[config.mk]
export PLATFORM = sky130hd
export DESIGN_NAME = ramdbg_reader
export DESIGN_NICKNAME = d
export VERILOG_FILES = /design/src/rtl/ramdbg_pkg.sv /design/src/rtl/ramdbg_decode.sv /design/src/rtl/ramdbg_locfmt.sv /design/src/rtl/ramdbg_seq.sv /design/src/rtl/ramdbg_reader.sv
export SDC_FILE = /design/constraint.sdc
export NUM_CORES = 1
export LEC_CHECK = 0
export BUFFER_PORTS_ARGS = -buffer_cell sky130_fd_sc_hd__clkbuf_2
export CORE_MARGIN = 3
export CORE_UTILIZATION = 43
export CTS_CLUSTER_SIZE = 10
export DETAILED_ROUTE_END_ITERATION = 10
export PLACE_DENSITY = 0.73
export SETUP_SLACK_MARGIN = 0.1
export SYNTH_ARGS = -nofsm -noshare
export SYNTH_HDL_FRONTEND = slang
export SYNTH_SLANG_ARGS = --single-unit
export TNS_END_PERCENT = 1
[constraint.sdc]
create_clock -name clk -period 2.4 [get_ports clk]
set_input_delay 0.48 -clock clk [delete_from_list [all_inputs] [get_ports clk]]
set_output_delay 0.48 -clock clk [all_outputs]
set_load 0.02 [all_outputs]
[src/rtl/ramdbg_pkg.sv]
package ramdbg_pkg;

  localparam logic [1:0] DBG_OP0 = 2'd3;
  localparam logic [2:0] DBG_OP1 = 3'd3;
  localparam logic [3:0] DBG_CRN = 4'd15;
  localparam logic [3:0] CRM_RESULT = 4'd0;
  localparam logic [3:0] CRM_TAG    = 4'd2;
  localparam logic [3:0] CRM_DATA   = 4'd4;
  localparam int         NUM_WORDS  = 4;
  localparam int         WORD_W     = 32;
  localparam int         BANK_W     = NUM_WORDS * WORD_W;
  localparam logic [1:0] TOP_EL     = 2'd3;

  typedef enum logic [2:0] {
    TGT_DTAG  = 3'd0,
    TGT_ITAG  = 3'd1,
    TGT_DDATA = 3'd2,
    TGT_IDATA = 3'd3,
    TGT_TLB   = 3'd4
  } tgt_e;

  typedef struct packed {
    logic       hit;
    logic       is_result;
    logic [1:0] word;
    tgt_e       tgt;
  } dec_s;

endpackage

[src/rtl/ramdbg_decode.sv]
module ramdbg_decode
  import ramdbg_pkg::*;
(
  input  logic [1:0] op0,
  input  logic [2:0] op1,
  input  logic [3:0] crn,
  input  logic [3:0] crm,
  input  logic [2:0] op2,
  output dec_s       dec
);

  logic space;
  assign space = (op0 == DBG_OP0) && (op1 == DBG_OP1) && (crn == DBG_CRN);

  always_comb begin
    dec = '{hit: 1'b0, is_result: 1'b0, word: 2'd0, tgt: TGT_DTAG};
    if (space) begin
      unique case (crm)
        CRM_RESULT: begin
          if (op2 < 3'(NUM_WORDS)) begin
            dec.hit       = 1'b1;
            dec.is_result = 1'b1;
            dec.word      = op2[1:0];
          end
        end
        CRM_TAG: begin
          if (op2 == 3'd0) begin
            dec.hit = 1'b1;
            dec.tgt = TGT_DTAG;
          end else if (op2 == 3'd1) begin
            dec.hit = 1'b1;
            dec.tgt = TGT_ITAG;
          end
        end
        CRM_DATA: begin
          if (op2 == 3'd0) begin
            dec.hit = 1'b1;
            dec.tgt = TGT_DDATA;
          end else if (op2 == 3'd1) begin
            dec.hit = 1'b1;
            dec.tgt = TGT_IDATA;
          end else if (op2 == 3'd2) begin
            dec.hit = 1'b1;
            dec.tgt = TGT_TLB;
          end
        end
        default: ;
      endcase
    end
  end

endmodule

[src/rtl/ramdbg_locfmt.sv]
module ramdbg_locfmt
  import ramdbg_pkg::*;
#(
  parameter int WAY_W = 2,
  parameter int SET_W = 8,
  parameter int IDX_W = 7,
  parameter int OFS_W = 3,
  parameter int LOC_W = 8
) (
  input  tgt_e             tgt,
  input  logic [31:0]      word,
  output logic [WAY_W-1:0] way,
  output logic [LOC_W-1:0] loc,
  output logic [OFS_W-1:0] ofs
);

  localparam int LOC_LSB = 6;
  localparam int OFS_LSB = 3;

  logic [LOC_W-1:0] set_f;
  logic [LOC_W-1:0] idx_f;

  assign way = word[31 -: WAY_W];

  generate
    if (SET_W == LOC_W) begin : g_set_full
      assign set_f = word[LOC_LSB +: SET_W];
    end else begin : g_set_ext
      assign set_f = {{(LOC_W-SET_W){1'b0}}, word[LOC_LSB +: SET_W]};
    end
    if (IDX_W == LOC_W) begin : g_idx_full
      assign idx_f = word[LOC_LSB +: IDX_W];
    end else begin : g_idx_ext
      assign idx_f = {{(LOC_W-IDX_W){1'b0}}, word[LOC_LSB +: IDX_W]};
    end
  endgenerate

  always_comb begin
    loc = (tgt == TGT_TLB) ? idx_f : set_f;
    ofs = '0;
    if (tgt == TGT_DDATA || tgt == TGT_IDATA) ofs = word[OFS_LSB +: OFS_W];
  end

endmodule

[src/rtl/ramdbg_seq.sv]
module ramdbg_seq
  import ramdbg_pkg::*;
#(
  parameter int RAM_W = 128,
  parameter int WAY_W = 2,
  parameter int LOC_W = 8,
  parameter int OFS_W = 3
) (
  input  logic              clk,
  input  logic              rst_n,
  input  logic              start,
  input  tgt_e              tgt,
  input  logic [WAY_W-1:0]  way,
  input  logic [LOC_W-1:0]  loc,
  input  logic [OFS_W-1:0]  ofs,
  output logic              busy,
  output logic              ram_req_valid,
  input  logic              ram_req_ready,
  output logic [2:0]        ram_sel,
  output logic [WAY_W-1:0]  ram_way,
  output logic [LOC_W-1:0]  ram_loc,
  output logic [OFS_W-1:0]  ram_ofs,
  input  logic              ram_rsp_valid,
  input  logic [RAM_W-1:0]  ram_rsp_data,
  output logic [BANK_W-1:0] bank
);

  localparam int PAD_W = BANK_W - RAM_W;

  typedef enum logic [1:0] {ST_IDLE, ST_REQ, ST_WAIT} st_e;

  st_e              state;
  logic [RAM_W-1:0] result;
  logic             take;

  assign take          = (state == ST_WAIT) && ram_rsp_valid;
  assign busy          = (state != ST_IDLE);
  assign ram_req_valid = (state == ST_REQ);

  always_ff @(posedge clk) begin
    if (!rst_n) begin
      state   <= ST_IDLE;
      result  <= '0;
      ram_sel <= '0;
      ram_way <= '0;
      ram_loc <= '0;
      ram_ofs <= '0;
    end else begin
      unique case (state)
        ST_IDLE: begin
          if (start) begin
            ram_sel <= tgt;
            ram_way <= way;
            ram_loc <= loc;
            ram_ofs <= ofs;
            state   <= ST_REQ;
          end
        end
        ST_REQ:  if (ram_req_ready) state <= ST_WAIT;
        ST_WAIT: begin
          if (ram_rsp_valid) begin
            result <= ram_rsp_data;
            state  <= ST_IDLE;
          end
        end
        default: state <= ST_IDLE;
      endcase
    end
  end

  generate
    if (PAD_W == 0) begin : g_nopad
      assign bank = result;
    end else begin : g_pad
      assign bank = {{PAD_W{1'b0}}, result};
    end
  endgenerate

  assert_req_hold_R2: assert property (@(posedge clk) disable iff (!rst_n)
    (ram_req_valid && !ram_req_ready) |=>
      (ram_req_valid && $stable(ram_sel) && $stable(ram_loc) && $stable(ram_way)));

  assert_result_hold_R10: assert property (@(posedge clk) disable iff (!rst_n)
    !take |=> $stable(result));

  assert_busy_span_R5: assert property (@(posedge clk) disable iff (!rst_n)
    take |=> !busy);

endmodule

[src/rtl/ramdbg_reader.sv]
module ramdbg_reader
  import ramdbg_pkg::*;
#(
  parameter int RAM_W = 128,
  parameter int WAY_W = 2,
  parameter int SET_W = 8,
  parameter int IDX_W = 7,
  parameter int OFS_W = 3,
  parameter int LOC_W = (SET_W > IDX_W) ? SET_W : IDX_W
) (
  input  logic             clk,
  input  logic             rst_n,
  input  logic             acc_valid,
  output logic             acc_ready,
  input  logic [1:0]       acc_op0,
  input  logic [2:0]       acc_op1,
  input  logic [3:0]       acc_crn,
  input  logic [3:0]       acc_crm,
  input  logic [2:0]       acc_op2,
  input  logic             acc_write,
  input  logic [1:0]       acc_el,
  input  logic [31:0]      acc_wdata,
  output logic             acc_claim,
  output logic             acc_undef,
  output logic [31:0]      acc_rdata,
  output logic             busy,
  output logic             ram_req_valid,
  input  logic             ram_req_ready,
  output logic [2:0]       ram_sel,
  output logic [WAY_W-1:0] ram_way,
  output logic [LOC_W-1:0] ram_loc,
  output logic [OFS_W-1:0] ram_ofs,
  input  logic             ram_rsp_valid,
  input  logic [RAM_W-1:0] ram_rsp_data
);

  dec_s              dec;
  logic [WAY_W-1:0]  f_way;
  logic [LOC_W-1:0]  f_loc;
  logic [OFS_W-1:0]  f_ofs;
  logic [BANK_W-1:0] bank;
  logic              legal;
  logic              start;

  ramdbg_decode u_dec (
    .op0(acc_op0), .op1(acc_op1), .crn(acc_crn),
    .crm(acc_crm), .op2(acc_op2), .dec(dec)
  );

  ramdbg_locfmt #(
    .WAY_W(WAY_W), .SET_W(SET_W), .IDX_W(IDX_W), .OFS_W(OFS_W), .LOC_W(LOC_W)
  ) u_fmt (
    .tgt(dec.tgt), .word(acc_wdata), .way(f_way), .loc(f_loc), .ofs(f_ofs)
  );

  assign acc_claim = acc_valid && dec.hit;
  assign acc_undef = acc_claim &&
                     ((acc_el != TOP_EL) || (dec.is_result == acc_write));
  assign legal     = acc_claim && !acc_undef;
  assign acc_ready = !(legal && busy);
  assign start     = legal && acc_write && !busy;
  assign acc_rdata = (legal && !acc_write && !busy)
                   ? bank[dec.word*WORD_W +: WORD_W] : '0;

  ramdbg_seq #(
    .RAM_W(RAM_W), .WAY_W(WAY_W), .LOC_W(LOC_W), .OFS_W(OFS_W)
  ) u_seq (
    .clk(clk), .rst_n(rst_n), .start(start), .tgt(dec.tgt),
    .way(f_way), .loc(f_loc), .ofs(f_ofs), .busy(busy),
    .ram_req_valid(ram_req_valid), .ram_req_ready(ram_req_ready),
    .ram_sel(ram_sel), .ram_way(ram_way), .ram_loc(ram_loc), .ram_ofs(ram_ofs),
    .ram_rsp_valid(ram_rsp_valid), .ram_rsp_data(ram_rsp_data), .bank(bank)
  );

  assert_fault_ready_R6: assert property (@(posedge clk) disable iff (!rst_n)
    (acc_valid && acc_undef) |-> acc_ready);

  assert_fault_no_launch_R6: assert property (@(posedge clk) disable iff (!rst_n)
    (!busy && acc_valid && acc_undef) |=> !busy);

  assert_stall_read_R5: assert property (@(posedge clk) disable iff (!rst_n)
    (busy && acc_claim && !acc_undef) |-> !acc_ready);

  assert_unclaimed_quiet_R8: assert property (@(posedge clk) disable iff (!rst_n)
    (acc_valid && !acc_claim) |-> (!acc_undef && acc_rdata == 32'd0));

  assert_launch_R2: assert property (@(posedge clk) disable iff (!rst_n)
    (!busy && acc_valid && acc_ready && acc_claim && !acc_undef && acc_write)
      |=> ram_req_valid);

endmodule

# Word level (Yosys, flattened, before mapping)
# Index checks and enable logic that the tools add are counted.
# word_totals
register_bits	146
latchBits	0
ramBits	0
rom_bits	0
out_inout_bits	53
word_cells	70
memories	0
# op_classes
n_addsub	0
n_mul	0
div	0
n_lt_le_gt_ge	1
n_eq_ne	17
n_shift	1
mux	22
n_bitwise	0
n_reduce_logical	23
# ops
cell	count
$shiftx 128x8->32	1
$mux 32	1
$mux 3	6
$eq 3x2->1 const B	4
$logic_and 1x1->1	10
$mux 8	1
$mux 7	1
$mux 1	6
$mux 2	3
$ne 2x2->1 const B	3
$pmux 2 s3	1
$pmux 3 s2	1
$eq 2x2->1 const B	2
$eq 4x2->1 const B	1
$eq 4x3->1 const B	1
$eq 4x4->1 const B	1
$logic_not 1->1	4
$logic_not 4->1	1
$mux 4	1
$reduce_and 2->1	2
$eq 3x1->1 const B	1
$eq 3x3->1 const B	1
$logic_not 3->1	1
$lt 3x3->1 const B	1
other kinds (8)	9

# Longest topological paths before layout
# Gate-level depths: netlist of the first run.
# depth
ltp_word	15
depth_mapped	6

# By module
# Synthesis of the first run repeated with hierarchy kept, for this count alone.
# unflattened
cells_unflattened	755
hier_area_um2	7433.4
# modules_own_cells
module	instances	cells_per_inst	area_each_um2
ramdbg_seq	1	637	5819.3
ramdbg_reader	1	84	1357.6
ramdbg_decode	1	19	145.1
ramdbg_locfmt	1	15	111.4

# Worst setup path before layout of the first run
# No wires, ideal clock.
# synth_path
kind	input-to-output
start	input acc_crm[3]
end	output acc_rdata[0]
t_arrival_ps	2288
t_required_ps	1920
path_slack_ps	-368
cell_stages	4
path_buffers	0
cell_sequence	nand4bb_4 or4_4 or3_1 a221oi_1
# synth_between
elab_chain_cells	11
elab_cells_between_ends	16
classes_between	3 x eq/ne; 1 x shift; 4 x mux; 8 x reduce/logical
# synth_lines
item	line	source
start, declared	ramdbg_reader.sv:18	input logic [3:0] acc_crm,
$logic_not 4->1	ramdbg_decode.sv:18	unique case (crm)
$mux 3	ramdbg_decode.sv:18	
$mux 7 (*)	ramdbg_decode.sv:17	if (space) begin
branches (longest 7 deep; another with $shiftx 128x8->32)	-	
$mux 32 (*)	ramdbg_reader.sv:63	? bank[dec.word*WORD_W +: WORD_W] : '0;
end, declared	ramdbg_reader.sv:25	output logic [31:0] acc_rdata,
# Every way passes the cells marked *.

# Worst setup path after layout of the first run
# layout_path
start	input acc_op1[2]
end	output acc_rdata[29]
# layout_between
elab_chain_cells	12
elab_cells_between_ends	14
classes_between	2 x eq/ne; 1 x shift; 2 x mux; 9 x reduce/logical
# layout_lines
item	line	source
start, declared	ramdbg_reader.sv:16	input logic [2:0] acc_op1,
$eq 3x2->1 (*)	ramdbg_decode.sv:13	assign space = (op0 == DBG_OP0) && (op1 == DBG_OP1) && (crn == DBG_CRN);
$logic_and 1x1->1 (*) (2 in series)	ramdbg_decode.sv:13	
$mux 7 (*)	ramdbg_decode.sv:17	
branches (longest 7 deep; another with $shiftx 128x8->32)	-	
$mux 32 (*)	ramdbg_reader.sv:63	
# Marked as above.

==> results of run 1 <==
==> cells in the mapped netlist, types with 2 or more instances <==
cell type  instances
nand4bb_4          2
buf_1              2
a21o_1             2
nor3_1             4
and4_1             2
a31o_2             3
or3_1             34
nor2b_1            3
dfxtp_1          146
nor2_1             3
nand3_1           10
clkbuf_1          65
nand4_1            6
mux2i_1           32
a221oi_1           2
a221oi_2          30
buf_2              6
nand2_1          297
a21oi_1          179
o21ai_0           13
buf_6              3
nor4bb_1           3
==> flip-flops by register name, indices dropped and copies added, names as in the netlist <==
signal and count:
u_seq.ram_way 2, u_seq.ram_ofs 3, u_seq.ram_sel 3, u_seq.state 2, u_seq.bank 128, u_seq.ram_loc 8
==> routing by layer <==
layer	wire, microns	part of all wire
met1	8808	0.42
met2	10330	0.50
met3	1197	0.058
met4	384	0.019
met5	20	0.00096
==> what timing repair did <==
item | CTS | global route
pin swaps | 0 | 1
endpoints found under the setup margin | 35 | 35
hold buffers | 0 | 0
resized for setup | 13 | 36
==> final cells by class <==
class | count | area share
tap | 211 | 0.02773
inverter | 2 | 0.001051
multi-input combinational | 640 | 0.4222
sequential | 146 | 0.3070
timing repair buffer | 258 | 0.1769
clock buffer | 20 | 0.04901
clock inverter | 12 | 0.01616
==> how the worst max path moves through the flow <==
stage                           from             to  depth (start not counted)
after global placement    acc_op1[2]  acc_rdata[29]                          7
final                     acc_op1[2]  acc_rdata[29]                          7
after global routing      acc_op1[2]  acc_rdata[13]                          7
after CTS                 acc_op1[2]  acc_rdata[13]                          7
after detailed placement  acc_op1[2]  acc_rdata[13]                          7
after floorplan           acc_op1[2]  acc_rdata[10]                          5
==> critical path, stage by stage <==
cell and delay (ns):
buf_6 0.09, nand4bb_4 0.21, or4_4 0.59, buf_12 0.19, or3_4 0.34, a221oi_4 0.31
buf_4 0.19
==> report_power, final <==
part | leakage (uW) | internal, uW | switching (uW) | total [uW]
Combinational | 0.00202 | 157 | 166 | 322
Sequential | 0.00118 | 2420 | 0.00174 | 2420
Clock | 0.000299 | 1720 | 1050 | 2770
==> per-stage QoR <==
stage / area [sq um] / hold WS, ns
after floorplan: 7258 / 0.4357
after global placement: 8792 / 0.4418
after detailed placement: 8792 / 0.4458
after CTS: 9462 / 0.2608
after global routing: 9522 / 0.2634
final: 9522 / 0.2725
==> cell families after synthesis <==
family,count (synthesis)
AND/OR/NAND/NOR,374
AO/OA/AOI/OAI,233
buffers and inverters,78
flip-flops,146
XOR/XNOR,1
multiplexers,32
==> impl_results.md, run 1 <==
- Chip height: 131.2 microns
- Vias in the first global route: 6704
- Diode count: 0
- Port bufs: 217
- Clk root buf: clkbuf_16
- Mapped Cells: 864
- RSZ-0062 raised after global routing: yes
- Effective utilization at floorplan: 0.4417
- Failing checks: negative setup slack
- Cell depth of the worst flop-to-flop path: 4
- Worst slew pin tran: 0.4690 ns
- GRT Overall Usage: 0.2378
- Detail Route Antenna Nets: 0
- Worst Setup Slack post-DPL: -0.5071 ns
- Cell Area, Synth: 6739 sq um
- Htree depth: 4
- Arrival @ worst endpoint: 2.42 ns
- Io pins: 237
- P_leak: 0.003497 uW
- XOR/XNOR share of the synthesized area: 0.001300
- Async set or reset register ratio after synthesis: 0
- Slew headroom: 0.6873
- Mux cell area share after synthesis: 0.04753
- Core ar.: 15260 sq um
- Final setup margin: -0.5022 ns
- Grt peak-use layer: met2
- Synth Area in Compound Gates: 0.2248
- CTS max path bufs: 2
- Worst reg2reg endpoint: u_seq.ram_ofs[2]$_SDFFE_PN0P_
- Multi-input gate area: 4020 sq um
- Synthesized area per cell: 7.800 sq um
- Seq. cell area: 2923 sq um
- Final core occ: 0.6240
- Status: finished, violations left
- Top-area cell type share of the netlist area: 0.4337
- Max Cap Violations: 0
- Row count: 45
- Synth Area in Simple Gates: 0.2447
- Adder-cell share of the synthesized area: 0
- Crit Path Class: primary input to output pin
- DRT iter0 DRCs: 436
- Commonest non-fill, non-tap cell in the layout: nand2_1
- DP HPWL: 14400 microns
- Distinct cell type count after synthesis: 39
- Data required time at the worst endpoint: 1.92 ns
- Final min period: 2.902 ns
- Tcrit/Tclk final: 1.209
- Fin cells: 1289
- Net Count, Synth: 1048
- DR WL/cell: 16.09 microns
- Setup TNS Final: -14.47 ns
- Total die area: 17210 sq um
- Post CTS Setup Buffer Count: 0
- Proportion of layout cells with a drive suffix above 1: 0.3404
- Yosys reg bits: 146
- HP Class: primary input to register
- Sink Count: 146
- Crit path launch type: primary input
- CTS tree: built
- Max Transition Viols Final: 0
- Hold_sp: ram_rsp_data[10]
- Fmax: 344.6 MHz
- Fillers: 1374
- Prevailing post-synth register cell: dfxtp_1
- Die X: 131.2 microns
- Hold EP: u_seq.bank[10]$_SDFFE_PN0P_
- DRC errors left: 0
- Post-synthesis sequential area ratio: 0.4337
- Post-synth EDFFs: 0
- GR Util met2: 0.4035
- Vias: 6819
- Area contributors post-synth: dfxtp_1 43%, nand2_1 17%, a21oi_1 13%
- Final Hold Violating Endpoints: 0
- Reg clk slew, reported paths: 0.06 ns
- Largest net degree at the start of global routing: 62
- M1 GR Usage: 0.2975
- Final RePlAce weighted congestion: 0.8150
- Layout area overhead: 41.29%
- Worst hold path cell count: 3
- First-pass GRT wire length: 33530 microns
- Main combinational cell family by area after synthesis: simple AND/OR/NAND/NOR gates
- PD cells: 579.0 nW/um^2
- Tot Pwr: 5513 uW
- Cells after DPL: 1257
- Clk_lat worst skew: 0.42 ns
- Crit. End Element: output pin
- Critical path fanouts, max: 20
- Synth warn: 0
- Area leader, netlist: dfxtp_1
- IR drop worst, VDD: 551.8 uV
- Grt total ovfl: 0
- CTS buffer count: 17
- DR pass1 iterations: 5
- Antenna violations before repair: 1
- Layout net count: 1249
- Worst reg2reg startpoint: u_seq.state[1]$_SDFFE_PN0P_
- Vias per cell: 5.290
- Met3 Use GR: 0.06011
- Total wire length: 20740 microns
- Setup Skew: 0.006422 ns
- Setup violators final: 33
- Flop2flop setup slack: 0.68 ns
- Most frequent cells in the layout: 296 x nand2_1, 193 x clkbuf_2, 179 x a21oi_1, 146 x dfxtp_1, 33 x buf_4
Power figures use the tool's default switching activity.
==> run 2: changes to the inputs <==
--- a/config.mk
+++ b/config.mk
@@ -8,6 +8,7 @@
 export BUFFER_PORTS_ARGS = -buffer_cell sky130_fd_sc_hd__clkbuf_2
 export CORE_MARGIN = 3
 export CORE_UTILIZATION = 43
+export CTS_BUF_LIST = sky130_fd_sc_hd__clkbuf_16
 export CTS_CLUSTER_SIZE = 10
 export DETAILED_ROUTE_END_ITERATION = 10
 export PLACE_DENSITY = 0.73
==> impl_results.md, run 2 (synthesized netlist as in run 1, its figures left out) <==
- Row count: 45
- Status: finished, violations left
- Crit path launch type: primary input
- Final core occ: 0.6221
- P_leak: 0.003480 uW
- Sink Count: 146
- CP startpoint: acc_op1[2]
- Proportion of layout cells with a drive suffix above 1: 0.3377
- Cells after DPL: 1257
- IR drop worst, VDD: 552.3 uV
- Setup violators final: 32
- Final setup margin: -0.5055 ns
- GRT Overall Usage: 0.2370
- Clk_lat worst skew: 0.42 ns
- Core ar.: 15260 sq um
- DR WL/cell: 16.03 microns
- Worst hold slack: 0.2735 ns
- Final Hold Violating Endpoints: 0
- Total die area: 17210 sq um
- Fin cells: 1289
- Hold_sp: ram_rsp_data[10]
- DRT iter0 DRCs: 464
- CTS tree: built
- Layout net count: 1249
- Chip height: 131.2 microns
- Worst reg2reg startpoint: u_seq.state[1]$_SDFFE_PN0P_
- Crit. End Element: output pin
- Post CTS Setup Buffer Count: 0
- Cell depth of the worst flop-to-flop path: 4
- Largest net degree at the start of global routing: 62
- Data required time at the worst endpoint: 1.92 ns
- Antenna violations before repair: 1
- Layout area overhead: 40.85%
- Fmax: 344.2 MHz
- Final min period: 2.905 ns
- Clk root buf: clkbuf_16
- Io pins: 237
- Vias: 6777
- PD cells: 569.4 nW/um^2
- CTS Hold Bufs: 0
- Failing checks: negative setup slack
- Port bufs: 217
- Grt total ovfl: 0
- First-pass GRT wire length: 33420 microns
- Diode count: 0
- DP HPWL: 14400 microns
- Reg clk slew, reported paths: 0.06 ns
- DR pass1 iterations: 4
- Die X: 131.2 microns
- Critical path fanouts, max: 20
- Worst slew pin tran: 0.4715 ns
- Commonest non-fill, non-tap cell in the layout: nand2_1
- DRC errors left: 0
- HP Class: primary input to register
- Slew headroom: 0.6857
- Max Cap Violations: 0
- Max Transition Viols Final: 0
- CTS buffer count: 17
- CTS max path bufs: 2
- Largest register FFs: 128
- Setup Skew: 0.005440 ns
- Worst hold path cell count: 3
- Vias per cell: 5.258
- RSZ-0062 raised after global routing: yes
- Arrival @ worst endpoint: 2.43 ns
- Crit Path Class: primary input to output pin
- Final RePlAce weighted congestion: 0.8150
- Effective utilization at floorplan: 0.4417
- Detail Route Antenna Nets: 0
- Htree depth: 4
- Vias in the first global route: 6682
- Most frequent cells in the layout: 296 x nand2_1, 193 x clkbuf_2, 179 x a21oi_1, 146 x dfxtp_1, 33 x buf_4
- Tcrit/Tclk final: 1.211
- Total wire length: 20660 microns
-- run 2: changes by cell type in the layout (fill, tap and decap cells not counted), sizes merged --
cell | before | now
clkbuf | 217 | 214
clkinv | 4 | 7
-- run 2: path summary, 6_finish.rpt --
| check | end | slack [ns] |
|---|---|---|
| worst min register to register | u_seq.bank[86]$_SDFFE_PN0P_ | 0.45 |
| worst max register to register | u_seq.ram_ofs[2]$_SDFFE_PN0P_ | 0.69 |
| worst min-delay path | u_seq.bank[10]$_SDFFE_PN0P_ | 0.27 |
| worst max-delay path | acc_rdata[29] | -0.51 |
-- run 2: layout make-up --
| type | instances | area, sq um |
|---|---|---|
| flip-flops and latches | 146 | 2923 |
| well taps | 211 | 264.0 |
| clock inverters | 15 | 165.2 |
| inverters | 2 | 10.01 |
| multi-input cells | 640 | 4020 |
| repair buffers | 258 | 1684 |
| fillers | 1378 | 5767 |
| clock buffers | 17 | 425.4 |
-- run 2: per-stage QoR --
step,setup TNS [ns],worst slack [ns],area [sq um],power (uW)
2_1_floorplan,-7.601,-0.2384,7258,2592
3_3_place_gp,-14.89,-0.4986,8792,2797
3_5_place_dp,-15.16,-0.5071,8792,2795
4_1_cts,-15.22,-0.5181,9432,5440
5_1_grt,-16.73,-0.5650,9492,5572
6_report,-14.52,-0.5055,9492,5404
-- run 2: critical path, stage by stage --
cell and delay [ns]:
buf_6 0.09, nand4bb_4 0.21, or4_4 0.59, buf_12 0.19, or3_4 0.34, a221oi_4 0.31, buf_4 0.19
-- run 2: report_power, final --
part           switching (uW)  internal, uW  total (uW)
Clock                    1040          1620        2660
Combinational             165           157         322
Sequential            0.00173          2420        2420
Total                    1200          4200        5400
-- run 2: what timing repair did --
action,4_1_cts,5_1_grt
endpoints found under the setup margin,35,35
pin swaps,0,1
resized for setup,13,36
-- run 2: layer usage --
layer | up-vias | routed length, microns | track usage
met1 | 3164 | 8850 | 0.2966
met3 | 36 | 1161 | 0.06011
met5 | - | 20 | 0
met4 | 2 | 386 | 0.07468
li1 | 3376 | - | -
met2 | 199 | 10240 | 0.4024
